--- src/rtl/rmc_pkg.sv ---
package rmc_pkg;

  // Update chosen for one counter in a given cycle
  typedef enum logic [2:0] {
    ACT_HOLD  = 3'd0,
    ACT_CLEAR = 3'd1,
    ACT_LOAD1 = 3'd2,
    ACT_INC   = 3'd3,
    ACT_WRAP  = 3'd4
  } ctr_act_e;

endpackage

--- src/rtl/rmc_wrap_ctr.sv ---
module rmc_wrap_ctr #(
  parameter int W = 16
) (
  input  logic         clk,
  input  logic         rst_n,
  input  logic         clr,
  input  logic         evt,
  output logic [W-1:0] cnt,
  output logic         wrapped
);
  import rmc_pkg::*;

  localparam logic [W-1:0] CNT_MAX = '1;

  ctr_act_e act;

  // A clear takes priority, but an event in the same cycle starts the new period at one
  always_comb begin
    if (clr)
      act = evt ? ACT_LOAD1 : ACT_CLEAR;
    else if (evt)
      act = (cnt == CNT_MAX) ? ACT_WRAP : ACT_INC;
    else
      act = ACT_HOLD;
  end

  always_ff @(posedge clk or negedge rst_n) begin
    if (!rst_n) begin
      cnt     <= '0;
      wrapped <= 1'b0;
    end else begin
      case (act)
        ACT_CLEAR: begin
          cnt     <= '0;
          wrapped <= 1'b0;
        end
        ACT_LOAD1: begin
          cnt     <= W'(1);
          wrapped <= 1'b0;
        end
        ACT_INC:   cnt <= cnt + W'(1);
        ACT_WRAP: begin
          cnt     <= '0;
          wrapped <= 1'b1;
        end
        default: ;
      endcase
    end
  end

endmodule

--- src/rtl/rmc_word_pack.sv ---
module rmc_word_pack #(
  parameter int MISS_W = 16,
  parameter int OVF_W  = 11,
  parameter int WORD_W = 32
) (
  input  logic [MISS_W-1:0] miss_cnt,
  input  logic              miss_flag,
  input  logic [OVF_W-1:0]  ovf_cnt,
  input  logic              ovf_flag,
  output logic [WORD_W-1:0] word
);
  localparam int MFLAG_POS = MISS_W;
  localparam int OVF_LSB   = MISS_W + 1;
  localparam int OFLAG_POS = OVF_LSB + OVF_W;

  always_comb begin
    word                        = '0;
    word[MISS_W-1:0]            = miss_cnt;
    word[MFLAG_POS]             = miss_flag;
    word[OVF_LSB +: OVF_W]      = ovf_cnt;
    word[OFLAG_POS]             = ovf_flag;
  end

endmodule

--- src/rtl/rx_miss_ctr_pair.sv ---
module rx_miss_ctr_pair #(
  parameter int MISS_W = 16,
  parameter int OVF_W  = 11,
  parameter int WORD_W = 32
) (
  input  logic              clk,
  input  logic              rst_n,
  input  logic              miss_evt,
  input  logic              ovf_evt,
  input  logic              rd_stb,
  output logic [WORD_W-1:0] status_word
);
  logic [MISS_W-1:0] miss_cnt;
  logic              miss_flag;
  logic [OVF_W-1:0]  ovf_cnt;
  logic              ovf_flag;

  rmc_wrap_ctr #(.W(MISS_W)) u_miss_ctr (
    .clk     (clk),
    .rst_n   (rst_n),
    .clr     (rd_stb),
    .evt     (miss_evt),
    .cnt     (miss_cnt),
    .wrapped (miss_flag)
  );

  rmc_wrap_ctr #(.W(OVF_W)) u_ovf_ctr (
    .clk     (clk),
    .rst_n   (rst_n),
    .clr     (rd_stb),
    .evt     (ovf_evt),
    .cnt     (ovf_cnt),
    .wrapped (ovf_flag)
  );

  rmc_word_pack #(.MISS_W(MISS_W), .OVF_W(OVF_W), .WORD_W(WORD_W)) u_pack (
    .miss_cnt  (miss_cnt),
    .miss_flag (miss_flag),
    .ovf_cnt   (ovf_cnt),
    .ovf_flag  (ovf_flag),
    .word      (status_word)
  );

endmodule

--- config.mk ---
export PLATFORM = sky130hd
export DESIGN_NAME = rx_miss_ctr_pair
export DESIGN_NICKNAME = d
export VERILOG_FILES = /design/src/rtl/rmc_pkg.sv /design/src/rtl/rmc_wrap_ctr.sv /design/src/rtl/rmc_word_pack.sv /design/src/rtl/rx_miss_ctr_pair.sv
export SDC_FILE = /design/constraint.sdc
export NUM_CORES = 1
export LEC_CHECK = 0
export BUFFER_PORTS_ARGS = -buffer_cell sky130_fd_sc_hd__buf_2
export CAP_MARGIN = 10
export CELL_PAD_IN_SITES_DETAIL_PLACEMENT = 1
export CELL_PAD_IN_SITES_GLOBAL_PLACEMENT = 2
export CORE_MARGIN = 3
export CORE_UTILIZATION = 30
export CTS_BUF_LIST = sky130_fd_sc_hd__clkbuf_4 sky130_fd_sc_hd__clkbuf_8
export DETAILED_ROUTE_END_ITERATION = 7
export PLACE_DENSITY_LB_ADDON = 0.1
export SLEW_MARGIN = 20
export SYNTH_ARGS = -nofsm -noshare
export SYNTH_HDL_FRONTEND = slang
export SYNTH_SLANG_ARGS = --single-unit
--- constraint.sdc ---
create_clock -name clk -period 1.65 [get_ports clk]
set_input_delay 0.165 -clock clk [delete_from_list [all_inputs] [get_ports clk]]
set_output_delay 0.165 -clock clk [all_outputs]
set_load 0.05 [all_outputs]
==> out/results.ini <==
[route]
wirelength_um=5463
dr_total_vias=1705
ant_nets=0
drc=0
wl_per_cell_um=16.45
dr.first_iter.drc_count=48
dr.pass1.iters=4
post_drt_via_cell_ratio=5.136

[setup_path]
path_buf_inv=0
critPathTopFamily=simple AND/OR/NAND/NOR gates
worstRegToRegCells=4
crit_required_ps=1800
crit_slowest_cell=or4_4
path_max_fanout=5
end_kind=flop
crit_path_max_incr_delay_ps=600
crit_cells=4
arrival_ps=1720
startpoint_type=flop
path_class=flop to flop
crit_chain=nand4_1, or4_4, nand2_4, o311ai_1

[yosys]
syn_inst=194
synth-seq-cells=29
avgSynthCellArea_um2=9.042
async_reset_ff_frac=1.000
synth-edff-count=0
ys_warn_count=0
synthesis.area_mm2=0.001754
ys_seq_area_frac=0.4137
netlist.top_cell.by_area=dfrtp_1
ys_top_cells_by_area=dfrtp_1, ha_1, nand2_1
ys.flop_type=dfrtp_1
yosys.area.top_type_share=0.4137
ys_types=42

[clock_tree]
htreeDepth=2
cts_buffer_depth=2
cts_sinks=29
cts.clk_slew.worst_paths_ps=70
cts_tree=done
cts_root_buffer=clkbuf_8
clk_latency_ps=280
cts_buffers=5

[die]
dieArea_mm2=0.006800
core_area_mm2=0.005574
std_cell_rows=27
initial_utilization=0.3147
die_w_um=82.47
ioPinCount=37
die_h_um=82.47

[grt]
antenna_found_initial=0
track_usage=0.1743
grt_pass1_wl_um=8845
grt_pass1_vias=1746
grt_max_degree=30
grt-ovfl-total=0

[sta]
finalCriticalPeriod_ps=1576
max-slew-margin-rel=0.5270
timing.hold.ws_ps=228.9
skew_ps=7.632
fmax_mhz=634.3
hold_viol=0
slew_viol_final=0
tightest_slew_ps=709.6
period_share=0.9554
setup_violations=0

[outcome]
outcome=finished clean

[placed_design]
place_hpwl_um=4116
io_buffers=33
gp_congestion=0.8437
dp_cells=316
post_dp_cell_area_mm2=0.002213

[hold_path]
min_path_type=primary input to flop
holdPathStages=3

[cells_and_area]
fin_cells=332
num_antenna_cells=0
layout-drive-gt1-share=0.4115
layout_commonest_cell=buf_2
fin_area_mm2=0.002381
syn_to_final_growth_pct=35.73
final_cell_mix=buf_2, buf_4, nand2_1, dfrtp_2, nor2_1
nNetsFinal=272

[run]
drv_cap=0

[power]
ir_worst_vdd_mv=0.2478
pwr_density_cell_mw_per_mm2=689.3
p_leak_nw=1.037

## path summary, 6_finish.rpt
check / start / end / slack, ps
max in group asynchronous: rst_n / u_miss_ctr.cnt[11] / 680
min in group asynchronous: rst_n / u_miss_ctr.cnt[5] / 470
worst min register to register: u_miss_ctr.wrapped / u_miss_ctr.wrapped / 500
worst max register to register: u_miss_ctr.cnt[13] / u_miss_ctr.cnt[3] / 70
worst max-delay path: u_miss_ctr.cnt[13] / u_miss_ctr.cnt[3] / 70
worst min-delay path: miss_evt / u_miss_ctr.wrapped / 230
## sequential cells by signal (all words and copies together) (netlist names)
signal,flops
u_miss_ctr.cnt,16
u_ovf_ctr.cnt,11
u_miss_ctr.wrapped,1
u_ovf_ctr.wrapped,1
## cells by family (layout without fill, tap and decap cells)
family | count (synthesis) | in the layout | share of synthesized area
DFF | 29 | 29 | 0.4137
and+or+nand+nor | 91 | 92 | 0.2718
adders and majority gates | 8 | 8 | 0.05706
AOI/OAI and AO/OA | 35 | 35 | 0.1441
other | 1 | 3 | 0.002138
buffers and inverters | 19 | 82 | 0.05635
xor gates and xnor gates | 11 | 11 | 0.05493
## routing by layer
layer  part of all wire  track usage  vias to the layer above
li1                   -            -                      828
met1               0.42       0.2081                      839
met2               0.54       0.3173                       32
met3              0.037      0.03688                        6
met4             0.0093      0.03987                        0
met5                  0            0                        -
## worst register-to-register path, cell delays in order (launching register included)
cell	delay (ps)
dfrtp_2	390
nand4_1	190
or4_4	600
nand2_4	140
o311ai_1	120
## stage by stage
| stage | total power [mW] | util | setup WS [ps] | TNS [ps] |
|---|---|---|---|---|
| global route | 1.727 | 0.4272 | -0.7093 | -0.7093 |
| finish | 1.641 | 0.4272 | 73.57 | 0 |
| floorplan | 0.8885 | - | -163.9 | -1368 |
| detailed placement | 0.9751 | 0.3971 | 1.007 | 0 |
| global placement | 0.9671 | 0.3971 | 39.06 | 0 |
| CTS | 1.661 | 0.4198 | 13.33 | 0 |
## where the power goes
part / leakage, nW / internal (mW) / switching [mW]
Clock: 0.0542 / 0.377 / 0.293
Combinational: 0.616 / 0.0799 / 0.155
Sequential: 0.366 / 0.723 / 0.0138
Total: 1.04 / 1.18 / 0.461
## what timing repair did
item	CTS	global route
gates resized for setup	0	1
hold buffers	1	0
hold endpoints to repair	29	0
endpoints found under the setup margin	1	11
buffers inserted	2	4
pin swaps	1	0
cloned	0	1
## cell type report
type / count / area [um2]
clock buffers: 7 / 96.34
clock inverters: 1 / 5.005
fillers: 676 / 3193
inverters: 8 / 30.03
multi-input cells: 149 / 992.2
flip-flops and latches: 29 / 752.0
well taps: 72 / 90.09
repair buffers: 66 / 415.4
## synth_stat cells (2+ instances only)
cell / count
dfrtp_1: 29
nand2_1: 21
nor2_1: 19
nand3_1: 13
nand4_1: 9
ha_1: 8
inv_1: 8
nor4_1: 8
o21ai_0: 8
xnor2_1: 8
a21oi_1: 6
buf_4: 5
o31ai_1: 5
clkbuf_1: 4
o311ai_1: 3
xor2_1: 3
a22o_1: 2
and3b_1: 2
and4_1: 2
nand2_2: 2
nand3b_1: 2
nor2b_1: 2
nor3_1: 2
o211ai_1: 2
o21ai_1: 2
or2_2: 2
or3_1: 2
Note: power is estimated with default switching activity, not from simulation.
